### src/rtl/wmu_pkg.sv
package wmu_pkg;
    localparam logic [6:0] OPC_LOAD  = 7'b0000011;
    localparam logic [6:0] OPC_STORE = 7'b0100011;
    localparam logic [2:0] F3_WORD_U = 3'b110;
    localparam logic [2:0] F3_DWORD  = 3'b011;

    typedef enum logic [1:0] {
        ACC_NONE,
        ACC_WORD_RD,
        ACC_DWORD_RD,
        ACC_DWORD_WR
    } acc_e;

    typedef enum logic [1:0] {
        ST_IDLE,
        ST_ISSUE,
        ST_WAIT,
        ST_WRITE
    } state_e;
endpackage

### src/rtl/wmu_decode.sv
module wmu_decode
    import wmu_pkg::*;
#(
    parameter int DATA_W = 64,
    parameter int IDX_W  = 5
) (
    input  logic [31:0]       instr,
    output acc_e              acc,
    output logic              legal,
    output logic [DATA_W-1:0] imm,
    output logic [IDX_W-1:0]  rd
);
    localparam int IMM_W = 12;
    localparam int EXT_W = DATA_W - IMM_W;

    logic [6:0]       opcode;
    logic [2:0]       f3;
    logic [IMM_W-1:0] imm_rd_form;
    logic [IMM_W-1:0] imm_wr_form;

    assign opcode      = instr[6:0];
    assign f3          = instr[14:12];
    assign rd          = instr[7 +: IDX_W];
    assign imm_rd_form = instr[31:20];
    assign imm_wr_form = {instr[31:25], instr[11:7]};

    always_comb begin
        acc = ACC_NONE;
        imm = {{EXT_W{imm_rd_form[IMM_W-1]}}, imm_rd_form};
        if (opcode == OPC_LOAD && f3 == F3_WORD_U) begin
            acc = ACC_WORD_RD;
        end else if (opcode == OPC_LOAD && f3 == F3_DWORD) begin
            acc = ACC_DWORD_RD;
        end else if (opcode == OPC_STORE && f3 == F3_DWORD) begin
            acc = ACC_DWORD_WR;
            imm = {{EXT_W{imm_wr_form[IMM_W-1]}}, imm_wr_form};
        end
    end

    assign legal = (acc != ACC_NONE);
endmodule

### src/rtl/wmu_agen.sv
module wmu_agen
    import wmu_pkg::*;
#(
    parameter int DATA_W = 64,
    parameter int WORD_W = 32
) (
    input  logic [DATA_W-1:0]   base,
    input  logic [DATA_W-1:0]   imm,
    input  acc_e                acc,
    output logic [DATA_W-1:0]   addr,
    output logic [DATA_W/8-1:0] be
);
    localparam int BE_W    = DATA_W / 8;
    localparam int WBE_W   = WORD_W / 8;
    localparam int SEL_BIT = $clog2(WBE_W);

    assign addr = base + imm;

    always_comb begin
        be = '1;
        if (acc == ACC_WORD_RD) begin
            be = {{(BE_W - WBE_W){1'b0}}, {WBE_W{1'b1}}};
            if (addr[SEL_BIT]) begin
                be = be << WBE_W;
            end
        end
    end
endmodule

### src/rtl/wmu_ldfmt.sv
module wmu_ldfmt #(
    parameter int DATA_W = 64,
    parameter int WORD_W = 32
) (
    input  logic [DATA_W-1:0] raw,
    input  logic              word,
    input  logic              upper,
    output logic [DATA_W-1:0] res
);
    localparam int PAD_W = DATA_W - WORD_W;

    logic [WORD_W-1:0] half;

    assign half = upper ? raw[DATA_W-1 -: WORD_W] : raw[WORD_W-1:0];
    assign res  = word ? {{PAD_W{1'b0}}, half} : raw;
endmodule

### src/rtl/wide_mem_unit.sv
module wide_mem_unit
    import wmu_pkg::*;
#(
    parameter int DATA_W  = 64,
    parameter int INSTR_W = 32,
    parameter int IDX_W   = 5
) (
    input  logic                clk,
    input  logic                rst_n,
    input  logic                instr_valid,
    input  logic [INSTR_W-1:0]  instr,
    input  logic [DATA_W-1:0]   src_a,
    input  logic [DATA_W-1:0]   src_b,
    output logic                instr_rdy,
    output logic                illegal,
    output logic                mem_req,
    output logic                mem_we,
    output logic [DATA_W-1:0]   mem_addr,
    output logic [DATA_W/8-1:0] mem_be,
    output logic [DATA_W-1:0]   mem_wdata,
    input  logic                rsp_valid,
    input  logic [DATA_W-1:0]   rsp_data,
    output logic                wb_en,
    output logic [IDX_W-1:0]    wb_idx,
    output logic [DATA_W-1:0]   wb_data
);
    localparam int WORD_W  = 32;
    localparam int BE_W    = DATA_W / 8;
    localparam int SEL_BIT = $clog2(WORD_W / 8);

    state_e             state_q, state_d;
    acc_e               dec_acc;
    logic               dec_legal;
    logic [DATA_W-1:0]  dec_imm;
    logic [IDX_W-1:0]   dec_rd;
    logic [DATA_W-1:0]  ag_addr;
    logic [BE_W-1:0]    ag_be;
    logic [DATA_W-1:0]  fmt_res;
    logic               take;

    logic [DATA_W-1:0]  addr_q;
    logic [BE_W-1:0]    be_q;
    logic [DATA_W-1:0]  wdata_q;
    logic               we_q;
    logic               word_q;
    logic [IDX_W-1:0]   rd_q;
    logic [DATA_W-1:0]  wbval_q;
    logic               ill_q;
    logic [9:0]         unused_fields;

    assign unused_fields = instr[24:15];

    wmu_decode #(.DATA_W(DATA_W), .IDX_W(IDX_W)) u_dec (
        .instr (instr[31:0]),
        .acc   (dec_acc),
        .legal (dec_legal),
        .imm   (dec_imm),
        .rd    (dec_rd)
    );

    wmu_agen #(.DATA_W(DATA_W), .WORD_W(WORD_W)) u_agen (
        .base (src_a),
        .imm  (dec_imm),
        .acc  (dec_acc),
        .addr (ag_addr),
        .be   (ag_be)
    );

    wmu_ldfmt #(.DATA_W(DATA_W), .WORD_W(WORD_W)) u_fmt (
        .raw   (rsp_data),
        .word  (word_q),
        .upper (addr_q[SEL_BIT]),
        .res   (fmt_res)
    );

    assign take = (state_q == ST_IDLE) && instr_valid;

    // next-state logic
    always_comb begin
        state_d = state_q;
        unique case (state_q)
            ST_IDLE:  if (take && dec_legal) state_d = ST_ISSUE;
            ST_ISSUE: state_d = we_q ? ST_IDLE : ST_WAIT;
            ST_WAIT:  if (rsp_valid) state_d = ST_WRITE;
            ST_WRITE: state_d = ST_IDLE;
            default:  state_d = ST_IDLE;
        endcase
    end

    // state register
    always_ff @(posedge clk or negedge rst_n) begin
        if (!rst_n) begin
            state_q <= ST_IDLE;
        end else begin
            state_q <= state_d;
        end
    end

    // captured instruction context
    always_ff @(posedge clk or negedge rst_n) begin
        if (!rst_n) begin
            addr_q  <= '0;
            be_q    <= '0;
            wdata_q <= '0;
            we_q    <= 1'b0;
            word_q  <= 1'b0;
            rd_q    <= '0;
            wbval_q <= '0;
            ill_q   <= 1'b0;
        end else begin
            ill_q <= take && !dec_legal;
            if (take && dec_legal) begin
                addr_q  <= ag_addr;
                be_q    <= ag_be;
                wdata_q <= src_b;
                we_q    <= (dec_acc == ACC_DWORD_WR);
                word_q  <= (dec_acc == ACC_WORD_RD);
                rd_q    <= dec_rd;
            end
            if (state_q == ST_WAIT && rsp_valid) begin
                wbval_q <= fmt_res;
            end
        end
    end

    // outputs
    always_comb begin
        instr_rdy = (state_q == ST_IDLE);
        illegal   = ill_q;
        mem_req   = (state_q == ST_ISSUE);
        mem_we    = we_q;
        mem_addr  = addr_q;
        mem_be    = be_q;
        mem_wdata = wdata_q;
        wb_en     = (state_q == ST_WRITE) && (rd_q != '0);
        wb_idx    = rd_q;
        wb_data   = wbval_q;
    end
endmodule

### config.mk
export PLATFORM = sky130hd
export DESIGN_NAME = wide_mem_unit
export DESIGN_NICKNAME = d
export VERILOG_FILES = /design/src/rtl/wmu_pkg.sv /design/src/rtl/wmu_decode.sv /design/src/rtl/wmu_agen.sv /design/src/rtl/wmu_ldfmt.sv /design/src/rtl/wide_mem_unit.sv
export SDC_FILE = /design/constraint.sdc
export NUM_CORES = 1
export LEC_CHECK = 0
export ABC_AREA = 1
export BUFFER_PORTS_ARGS = -buffer_cell sky130_fd_sc_hd__buf_4
export CAP_MARGIN = 20
export CORE_ASPECT_RATIO = 0.5
export CORE_MARGIN = 1.5
export CORE_UTILIZATION = 51
export DETAILED_ROUTE_END_ITERATION = 12
export PLACE_DENSITY_LB_ADDON = 0.1
export SYNTH_ARGS = -nofsm -noshare
export SYNTH_HDL_FRONTEND = slang
export SYNTH_SLANG_ARGS = --single-unit
### constraint.sdc
create_clock -name clk -period 1.8 [get_ports clk]
set_input_delay 0.27 -clock clk [delete_from_list [all_inputs] [get_ports clk]]
set_output_delay 0.27 -clock clk [all_outputs]
set_load 0.005 [all_outputs]
==> results of run 1 <==
through the flow:
step | total power [uW] | setup TNS (ns)
2_1_floorplan | 7920 | -35.60
3_3_place_gp | 10500 | -82.57
3_5_place_dp | 10600 | -90.97
4_1_cts | 15100 | -24.80
5_1_grt | 16000 | -37.26
6_report | 15300 | -28.55
repair_timing:
action                                  CTS  global route
setup buffers                            19             7
endpoints found under the hold margin   101             0
gates cloned                              5            10
pin swaps                                47            10
resized for setup                       155            44
endpoints found under the setup margin   65           139
hold buffers                             65             0
final timing paths:
path	startpoint	end	slack, ns	cells after the start
max	instr[13]	mem_addr[48]	-0.63	23
min	rsp_data[23]	wb_data[23]	0.02	3
max reg2reg	state_q[0]	mem_addr[31]	0.07	8
min reg2reg	mem_wdata[62]	mem_wdata[62]	0.47	2
max in group asynchronous	rst_n	wb_data[8]	0.91	3
min in group asynchronous	rst_n	mem_wdata[59]	0.24	2
cells in the mapped netlist:
master,instances,area [sq um]
a21oi_1,79,395
a21oi_2,1,8.76
a2bb2oi_1,32,280
and2_1,1,6.26
buf_1,5,18.8
buf_2,23,115
buf_4,11,82.6
clkbuf_1,25,93.8
dfrtp_1,204,5100
fa_1,1,20.0
ha_1,63,788
inv_1,333,1250
inv_2,1,3.75
nand2_1,976,3660
nand3_1,124,621
nand3b_1,8,60.1
nand4_1,12,75.1
nor2_1,122,458
nor3_1,17,85.1
nor4_1,2,12.5
o21ai_0,54,270
o21ai_1,18,90.1
o21bai_1,4,30.0
o311ai_0,1,8.76
or2_2,5,31.3
or3_1,1,6.26
xnor2_1,20,175
power by group:
| part | internal [uW] | switching [uW] |
|---|---|---|
| Combinational | 2690 | 2780 |
| Sequential | 5180 | 393 |
| Clock | 2210 | 2080 |
layout make-up:
cell class,count,area [sq um]
tap,352,440
clock buffer,24,546
antenna,2,5.00
sequential,204,5100
timing repair inverter,4,51.3
multi-input combinational,1541,7800
timing repair buffer,694,5870
inverter,334,1280
clock inverter,11,86.3
fill,1889,5300
registers in the layout (all words and copies together) (netlist names), named ones only:
signal     cells
wb_idx         5
mem_be         2
word_q         1
mem_we         1
mem_wdata     64
illegal        1
state_q        1
mem_addr      64
wb_data       64
placed cells by master, fill, tap and decap left out, types with 6 or more instances in the layout:
| cell type | n |
|---|---|
| nand2_4 | 8 |
| nand4_1 | 12 |
| inv_1 | 330 |
| a2bb2oi_1 | 32 |
| a21oi_1 | 77 |
| nand3_4 | 9 |
| buf_8 | 6 |
| buf_6 | 14 |
| dfrtp_1 | 204 |
| nand2_1 | 907 |
| nor2_1 | 118 |
| nand3_2 | 23 |
| clkbuf_16 | 28 |
| ha_1 | 58 |
| buf_4 | 583 |
| buf_12 | 12 |
| nand3b_1 | 8 |
| dlygate4sd3_1 | 65 |
| nand2_2 | 61 |
| o21ai_1 | 28 |
| nand3_1 | 92 |
| o21ai_2 | 6 |
| o21ai_0 | 36 |
| xnor2_2 | 12 |
| xnor2_1 | 7 |
| nor3_1 | 16 |
cells by family (layout without fill, tap and decap cells):
group           Yosys count  in the layout  synth area share
other cells               0              2                 0
compound gates          189            189            0.0788
buf+inv                 398           1067             0.114
fa+ha+maj                64             64            0.0588
simple gates           1268           1268             0.365
flops                   204            204             0.371
xor+xnor                 20             20            0.0127
layer usage:
| layer | vias up | share of wire |
|---|---|---|
| met5 | - | 0.00081 |
| met1 | 7676 | 0.39 |
| li1 | 7910 | - |
| met4 | 2 | 0.064 |
| met2 | 844 | 0.46 |
| met3 | 237 | 0.088 |
worst max-delay path, stage by stage:
cell and delay [ns]:
buf_8 0.08, inv_4 0.03, nor3_2 0.15, buf_4 0.13, nand4_1 0.16, nor2_4 0.20, clkinvlp_4 0.19, o21ai_2 0.16
ha_2 0.22, fa_2 0.22, nand2_1 0.05, inv_1 0.06, nand2_1 0.06, nand2_2 0.11, nand2_1 0.08, nand2_2 0.11
nand2_1 0.10, nand2_2 0.12, nand3_2 0.09, nand3_2 0.07, nand2_1 0.06, nand3_2 0.07, nand2_1 0.05
==> impl_metrics.json, run 1 <==
{
  "drive_gt1_frac": 0.289,
  "start_kind": "primary input",
  "maxCapViolCount": 0,
  "setup_viol": 65,
  "hp-class": "in2reg",
  "fmax_mhz": 412,
  "yosysSeqAreaShare": 0.371,
  "dr.pass1.iters": 8,
  "core_area_sq_um": 26500,
  "wirelength_um": 58000,
  "dpl_worst_slack_ns": -1.24,
  "ioPinCount": 438,
  "cts_sinks": 204,
  "drv_slew": 0,
  "globalRouteMet1Util": 0.475,
  "grt_pass1_wl_um": 85500,
  "finalNonFillerCells": 3166,
  "grt_pass1_vias": 16000,
  "leakage_uw": 0.0122,
  "start_util": 0.519,
  "period_needed_ns": 2.43,
  "grt_max_degree": 53,
  "status": "complete, but fails checks",
  "hold_viol_final": 0,
  "peakVddDrop_mv": 0.600,
  "path_class": "in2reg",
  "finalWorstSetupSlack_ns": -0.627,
  "die_h_um": 119,
  "synth_area_per_cell_sq_um": 6.42,
  "skew_ns": 0.0121,
  "rsz0062_at_grt": "yes",
  "die_width_um": 235,
  "cts-buffers-inserted": 20,
  "synth_area_sq_um": 13800,
  "via_per_inst": 5.27,
  "areaGrowthSynthToFinish_pct": 54.0,
  "grt.busiest_layer": "met2",
  "antenna_found_initial": 2,
  "clock_path_buffers": 3,
  "path_max_fanout": 5,
  "worstPathArrival_ns": 2.84,
  "use_met3": 0.0795,
  "wl_per_cell_um": 18.3,
  "cts_tree": "built",
  "vias": 16700,
  "min_period_over_period": 1.35,
  "dpl_cell_area_sq_um": 18700,
  "die_area_sq_um": 28000,
  "clkTransAtPathRegs_ns": 0.07,
  "cp-end-kind": "flop",
  "violations": "setup timing",
  "whs_ns": 0.0174,
  "dp_cells": 3033,
  "cts_root_buffer": "clkbuf_16",
  "globalRouteTotalUtil": 0.390,
  "drc": 0,
  "design_area_sq_um": 21200,
  "met2_usage": 0.656,
  "clkLatencyLatePin_ns": 0.53,
  "fp-row-count": 42,
  "drtIter0Drc": 1322,
  "h-tree-depth": 1,
  "hpwl_um": 40200,
  "overflow": 0,
  "ys.warnings.count": 0,
  "tightest_slew_ns": 0.556,
  "maxSlewHeadroom": 0.630,
  "antenna_left": 0,
  "final_core_util": 0.800,
  "synth.distinct_cells": 27,
  "nets": 3091,
  "syn_nets": 2435,
  "io_buffers": 432,
  "cp_data_required_time_ns": 2.22,
  "pwr_density_cell_nw_per_um2": 723,
  "place.gp.congestion": 0.997,
  "synth_seq_cells": 204,
  "syn_inst": 2143
}
Note: power is estimated with default switching activity, not from simulation.
==> run 2: changes to the inputs <==
--- a/config.mk
+++ b/config.mk
@@ -5,12 +5,12 @@
 export SDC_FILE = /design/constraint.sdc
 export NUM_CORES = 1
 export LEC_CHECK = 0
-export ABC_AREA = 1
 export BUFFER_PORTS_ARGS = -buffer_cell sky130_fd_sc_hd__buf_4
 export CAP_MARGIN = 20
 export CORE_ASPECT_RATIO = 0.5
 export CORE_MARGIN = 1.5
-export CORE_UTILIZATION = 51
+export CORE_UTILIZATION = 50
+export CTS_CLUSTER_SIZE = 8
 export DETAILED_ROUTE_END_ITERATION = 12
 export PLACE_DENSITY_LB_ADDON = 0.1
 export SYNTH_ARGS = -nofsm -noshare
==> run 2 against run 1 <==
Net effect:
- the run still ends with setup timing left
- first-iteration DRC count shrank 10%
- final cell count decreased by 24%
- worst hold slack worse by 0.0073 ns
- clock power grew 16%
- register-to-register slack better by 0.04 ns
- clock skew up 0.011 ns
- count of clock-buffer cells in the layout grew 5
- critical path depth shrank 5
- combinational power is 7.3% higher
- maximum frequency fell by 25%
- sequential power grew 6.5%
- critical path type unchanged
- largest power group unchanged
==> impl_metrics.json, run 2 <==
{
  "status": "complete, but fails checks",
  "violations": "setup timing",
  "skew_ns": 0.0228,
  "ys_top_cells_by_area": "dfrtp_1 (44%), nand2_1 (13%), ha_1 (6.8%), o21ai_0 (6.3%), a21oi_1 (3.2%)",
  "drive_gt1_frac": 0.393,
  "synth_seq_cells": 204,
  "dr_wl_met2_um": 23300,
  "h-tree-depth": 1,
  "synth.distinct_cells": 68,
  "cp-end-kind": "flop",
  "grt_pass1_vias": 13800,
  "peakVddDrop_mv": 0.720,
  "finalWorstSetupSlack_ns": -1.44,
  "pwr-share-comb": 0.350,
  "ys.warnings.count": 0,
  "r2r_slack_ns": 0.11,
  "async_flop_share": 1.00,
  "path_cells": "buf_8 > nor2_4 > nand3_2 > nor4b_4 > nand3_2 > buf_6 > mux2_4 > ha_4 > o211ai_1 > o211ai_1 > nand3_1 > o21a_1 > o21ai_2 > a21o_1 > a21o_4 > a41oi_2 > xor2_1 > o21ai_1",
  "wl_met1_um": 17400,
  "dr.pass1.iters": 6,
  "core_area_sq_um": 22800,
  "vias": 13500,
  "io_buffers": 432,
  "cts_sinks": 204,
  "cpLargestDelayFamily": "compound AO/OA/AOI/OAI gates",
  "synth_common_cells": "nand2_1 (402), dfrtp_1 (204), o21ai_0 (146), a21oi_1 (74), ha_1 (63)",
  "cp_slowest_cell": "nor4b_4",
  "synth_area_sq_um": 11700,
  "maxSlewHeadroom": 0.597,
  "path_max_fanout": 4,
  "finalNonFillerCells": 2420,
  "overflow": 0,
  "ioPinCount": 438,
  "leakage_uw": 0.0103,
  "start_kind": "primary input",
  "areaGrowthSynthToFinish_pct": 65.5,
  "synth_top_cell_by_area": "dfrtp_1",
  "maxCapViolCount": 0,
  "endpoint": "mem_addr[59]",
  "cts_root_buffer": "clkbuf_16",
  "path_class": "in2reg",
  "switchingPower_uw": 5280,
  "p_clk_frac": 0.297,
  "antenna_found_initial": 0,
  "drc": 0,
  "grt_max_degree": 82,
  "syn_nets": 1661,
  "switching_share": 0.315,
  "synth_area_per_cell_sq_um": 8.52,
  "drtIter0Drc": 1187,
  "synth_top_flop_cell": "dfrtp_1",
  "synth.most_common_cell": "nand2_1",
  "period_needed_ns": 3.24,
  "wirelength_um": 46100,
  "fp-row-count": 39,
  "hp-class": "in2reg",
  "dp_cells": 2284,
  "globalRouteTotalUtil": 0.373,
  "r2r-start": "state_q[0]",
  "antenna_left": 0,
  "die_h_um": 111,
  "final_cell_mix": "buf_4 (688), nand2_1 (396), dfrtp_1 (204), o21ai_0 (105), dlygate4sd3_1 (74)",
  "start_util": 0.511,
  "fmax_mhz": 309,
  "clkLatencyLatePin_ns": 0.57,
  "cp.depth": 18,
  "wl_per_cell_um": 19.1,
  "tightest_slew_ns": 0.603,
  "pwr-share-seq": 0.353,
  "final_common_cell": "buf_4",
  "critPathMaxStageDelay_ns": 0.36,
  "die_width_um": 219,
  "whs_ns": 0.0100,
  "design_area_sq_um": 19300,
  "nFillCells": 1298,
  "nets": 2405,
  "dpl_worst_slack_ns": -2.10,
  "setup_viol": 66,
  "rr_worst_depth": 6,
  "grt_pass1_wl_um": 71600,
  "cts-buffers-inserted": 29,
  "p_int_uw": 11500,
  "num_antenna_cells": 0,
  "clock_path_buffers": 3,
  "yosysTopAreaCellShare": 0.438,
  "cts_tree": "built",
  "place.gp.congestion": 0.938,
  "hpwl_um": 31600,
  "wl_met3_um": 3030,
  "top_layer_used": "met4",
  "worstPathArrival_ns": 3.68,
  "pwr_density_cell_nw_per_um2": 870,
  "via_per_inst": 5.57,
  "clkTransAtPathRegs_ns": 0.05,
  "min_period_over_period": 1.80,
  "finalSetupTns_ns": -72.41,
  "yosysSeqAreaShare": 0.438,
  "syn_inst": 1369,
  "hold_viol_final": 0,
  "crit_buf_inv": 2,
  "cp_data_required_time_ns": 2.24,
  "dpl_cell_area_sq_um": 17200,
  "cp-startpoint": "instr[2]",
  "drv_slew": 0,
  "die_area_sq_um": 24300,
  "rsz0062_at_grt": "yes",
  "synth_edf_count": 0,
  "r2r_end": "mem_wdata[12]"
}
==> run 2: changes by cell type after synthesis, moves of 17 or more <==
| cell | before | now |
|---|---|---|
| nand2_1 | 976 | 402 |
| inv_1 | 333 | 20 |
| nand3_1 | 124 | 15 |
| o21ai_0 | 54 | 146 |
| nor2_1 | 122 | 52 |
| nand2b_1 | 0 | 39 |
| mux2i_1 | 0 | 34 |
| a2bb2oi_1 | 32 | 0 |
| clkbuf_1 | 25 | 57 |
| a21o_1 | 0 | 25 |
| xor2_1 | 0 | 22 |
| buf_2 | 23 | 3 |
| xnor2_1 | 20 | 37 |
==> run 2: power groups by stage <==
stage / clock network, uW / logic, uW / registers (uW)
after CTS: 4990 / 5660 / 5900
final: 4990 / 5870 / 5930
after detailed placement: 0 / 5280 / 5960
after floorplan: 0 / 2000 / 5970
after global placement: 0 / 5130 / 5930
after global routing: 5230 / 6330 / 6000
==> run 2: worst min path at each step <==
stage                                            end  depth (start not counted)  slack, ns    startpoint
after global routing                     wb_data[38]                          3      0.001  rsp_data[38]
after floorplan           asynchronous set/reset pin                          0      -0.03         rst_n
after detailed placement                 wb_data[18]                          1       0.28         rst_n
final                                    wb_data[46]                          3       0.01  rsp_data[46]
after CTS                                wb_data[46]                          3     0.0002  rsp_data[46]
after global placement                   wb_data[19]                          1       0.27         rst_n
==> run 2: routing by layer <==
metal	track usage	up-vias
li1	-	6144
met1	0.438	6502
met2	0.663	639
met3	0.0675	183
met4	0.167	0
met5	0	-
==> run 2: cell families (layout without fill, tap and decap cells) <==
group,after synthesis,after routing,share of synthesized area
buffers and inverters,94,838,0.0328
adders and majority gates,64,64,0.0693
AOI/OAI and AO/OA,337,337,0.171
DFF,204,204,0.438
muxes,40,40,0.0350
xor gates and xnor gates,59,59,0.0443
and+or+nand+nor,571,571,0.210
==> run 2: area by class of cell <==
| cell class | count | area (sq um) | area share |
|---|---|---|---|
| tap | 307 | 384 | 0.0199 |
| multi-input combinational | 1071 | 6640 | 0.344 |
| clock inverter | 2 | 50.0 | 0.00259 |
| inverter | 20 | 75.1 | 0.00389 |
| sequential | 204 | 5100 | 0.265 |
| clock buffer | 29 | 726 | 0.0376 |
| timing repair buffer | 787 | 6320 | 0.327 |
==> run 2: what timing repair did <==
item                                    in CTS  in global routing
endpoints found under the setup margin      66                113
pin swaps                                   44                 41
hold endpoints to repair                   121                  0
gates resized for setup                     62                 31
setup buffers                               25                  9
hold buffers                                74                  0
==> run 2: per-stage QoR <==
stage,power (uW),util
after CTS,16600,0.838
final,16800,0.845
after global placement,11100,0.752
after global routing,17600,0.845
after detailed placement,11200,0.752
after floorplan,7980,-
==> run 2: worst min-delay path, delay by kind of cell <==
family                 cells  cell delay [ns]
buffers and inverters      1             0.11
AOI/OAI and AO/OA          1             0.07
and+or+nand+nor            1             0.06
==> run 3: changes to the inputs <==
--- a/config.mk
+++ b/config.mk
@@ -5,13 +5,13 @@
 export SDC_FILE = /design/constraint.sdc
 export NUM_CORES = 1
 export LEC_CHECK = 0
+export ABC_AREA = 1
 export BUFFER_PORTS_ARGS = -buffer_cell sky130_fd_sc_hd__buf_4
 export CAP_MARGIN = 20
-export CORE_ASPECT_RATIO = 0.5
-export CORE_MARGIN = 1.5
-export CORE_UTILIZATION = 50
+export CORE_AREA = 2 2 173 175
 export CTS_CLUSTER_SIZE = 8
 export DETAILED_ROUTE_END_ITERATION = 12
+export DIE_AREA = 0 0 175 177
 export PLACE_DENSITY_LB_ADDON = 0.1
 export SYNTH_ARGS = -nofsm -noshare
 export SYNTH_HDL_FRONTEND = slang
==> run 3 against run 2 <==
Net effect:
- the run still ends with setup timing left
- wire length up 39%
- global-route usage up 0.64 points
- critical path depth up 5
- utilization down 6.2 points
- count of clock-buffer cells in the layout up 3
- sequential cell count unchanged
- final cell count up 36%
- via count up 30%
- die area up 27%
- design area up 19%
- clock skew down 0.0022 ns
- clock power down 2%
==> impl_metrics.json, run 3 (synthesized netlist as in run 1, its figures left out) <==
{
  "status": "complete, but fails checks",
  "violations": "setup timing",
  "ioPinCount": 438,
  "cts-buffers-inserted": 29,
  "r2r_slack_ns": -0.09,
  "min_period_over_period": 1.32,
  "wl_per_cell_um": 19.6,
  "drv_slew": 0,
  "design_area_sq_um": 22900,
  "hpwl_um": 43700,
  "die_area_sq_um": 31000,
  "grt_pass1_wl_um": 90800,
  "clkTransAtPathRegs_ns": 0.05,
  "final_cell_mix": "nand2_1 (870), buf_4 (618), inv_1 (327), dfrtp_1 (202), nor2_1 (113)",
  "fp-row-count": 63,
  "cts_root_buffer": "clkbuf_16",
  "cp_data_required_time_ns": 2.22,
  "grt_max_degree": 62,
  "grt_pass1_vias": 16500,
  "clkLatencyLatePin_ns": 0.55,
  "maxSlewHeadroom": 0.677,
  "rsz0062_at_grt": "yes",
  "via_per_inst": 5.33,
  "wl_met3_um": 5660,
  "cp-end-kind": "flop",
  "clock_path_buffers": 3,
  "r2r-start": "state_q[0]",
  "drive_gt1_frac": 0.331,
  "nets": 3180,
  "start_kind": "primary input",
  "core_area_sq_um": 29200,
  "peakVddDrop_mv": 0.741,
  "cts_tree": "built",
  "areaGrowthSynthToFinish_pct": 66.4,
  "dp_cells": 3101,
  "drtIter0Drc": 1587,
  "cp-startpoint": "instr[2]",
  "antenna_left": 0,
  "globalRouteTotalUtil": 0.379,
  "tightest_slew_ns": 0.480,
  "maxCapViolCount": 0,
  "period_needed_ns": 2.38,
  "wirelength_um": 64200,
  "io_buffers": 432,
  "final_common_cell": "nand2_1",
  "top_layer_used": "met4",
  "r2r_end": "mem_addr[25]",
  "die_h_um": 177,
  "wl_met1_um": 24200,
  "worstPathArrival_ns": 2.80,
  "dr_wl_met2_um": 29500,
  "hp-class": "in2reg",
  "finalSetupTns_ns": -27.12,
  "finalWorstSetupSlack_ns": -0.580,
  "finalNonFillerCells": 3282,
  "drc": 0,
  "h-tree-depth": 1,
  "place.gp.congestion": 0.953,
  "setup_viol": 65,
  "dpl_worst_slack_ns": -1.11,
  "leakage_uw": 0.0131,
  "path_max_fanout": 5,
  "dr.pass1.iters": 6,
  "die_width_um": 175,
  "fmax_mhz": 420,
  "endpoint": "mem_addr[44]",
  "pwr_density_cell_nw_per_um2": 733,
  "hold_viol_final": 0,
  "skew_ns": 0.0207,
  "overflow": 0,
  "path_class": "in2reg",
  "power_uw": 16800,
  "dpl_cell_area_sq_um": 19000,
  "cts_sinks": 204,
  "rr_worst_depth": 11,
  "start_util": 0.470,
  "vias": 17500,
  "antenna_found_initial": 3
}
-- run 3: changes by cell type in the layout (fill, tap and decap cells not counted), moves of 32 or more --
cell,previous run,this run
nand2_1,396,870
inv_1,20,327
buf_4,688,618
o21ai_0,105,37
nand2_2,5,70
nand3_1,13,77
nor2_1,49,113
nand2b_1,39,0
mux2i_1,34,0
o21ai_1,53,19
a2bb2oi_1,0,32
nand2_4,2,34
-- run 3: layout make-up --
type | count | area, sq um
repair inverters | 3 | 36.3
clock inverters | 1 | 8.76
fillers | 2092 | 6360
flip-flops and latches | 204 | 5110
multi-input cells | 1541 | 8400
repair buffers | 775 | 6810
inverters | 334 | 1280
well taps | 390 | 488
diodes | 2 | 5.00
clock buffers | 32 | 747
-- run 3: power breakdown --
group / internal, uW / total (uW) / switching, uW
logic: 3010 / 6270 / 3260
clock network: 2860 / 4900 / 2040
registers: 5190 / 5600 / 402
total: 11100 / 16800 / 5700
-- run 3: what timing repair did --
action / CTS / global route
setup buffers: 35 / 30
gates resized for setup: 176 / 176
hold endpoints to repair: 159 / 0
cloned: 14 / 5
pin swaps: 65 / 116
endpoints found under the setup margin: 88 / 138
hold buffers: 80 / 0
-- run 3: per-stage QoR --
step                       util  hold WS (ns)
final                     0.783       0.00496
after global routing      0.783        0.0121
after CTS                 0.744      0.000312
after detailed placement  0.649         0.216
after global placement    0.649         0.220
after floorplan               -       -0.0256
-- run 3: how the worst min path moves through the flow --
| stage | start | to | slack (ns) | cells after the start |
|---|---|---|---|---|
| after floorplan | rst_n | asynchronous set/reset pin | -0.03 | 0 |
| after global placement | rst_n | wb_data[56] | 0.22 | 1 |
| after global routing | rsp_data[53] | wb_data[21] | 0.01 | 3 |
| after CTS | rsp_data[54] | wb_data[22] | 0.0003 | 3 |
| final | rsp_data[35] | wb_data[35] | 0.005 | 3 |
| after detailed placement | rst_n | wb_data[56] | 0.22 | 1 |
-- run 3: routing by layer --
layer  vias to the layer above  GRT usage
li1                       8072          -
met1                      8110      0.477
met2                      1030      0.619
met3                       295     0.0689
met4                         0      0.209
met5                         -          0
-- run 3: critical path, stage by stage --
cell	delay (ns)
buf_6	0.10
nor2_4	0.10
nand3_2	0.08
inv_2	0.05
nand4_1	0.15
nor2_4	0.20
clkinvlp_4	0.17
o21ai_1	0.16
ha_2	0.28
fa_2	0.26
nand2_2	0.06
inv_2	0.06
nand2_2	0.06
nand2_4	0.10
nand3_2	0.09
nand3_4	0.13
nand2_4	0.07
nand2_4	0.11
nand2_2	0.06
nand2_1	0.05
nand2_1	0.05
nand3_1	0.07
nand2_1	0.05
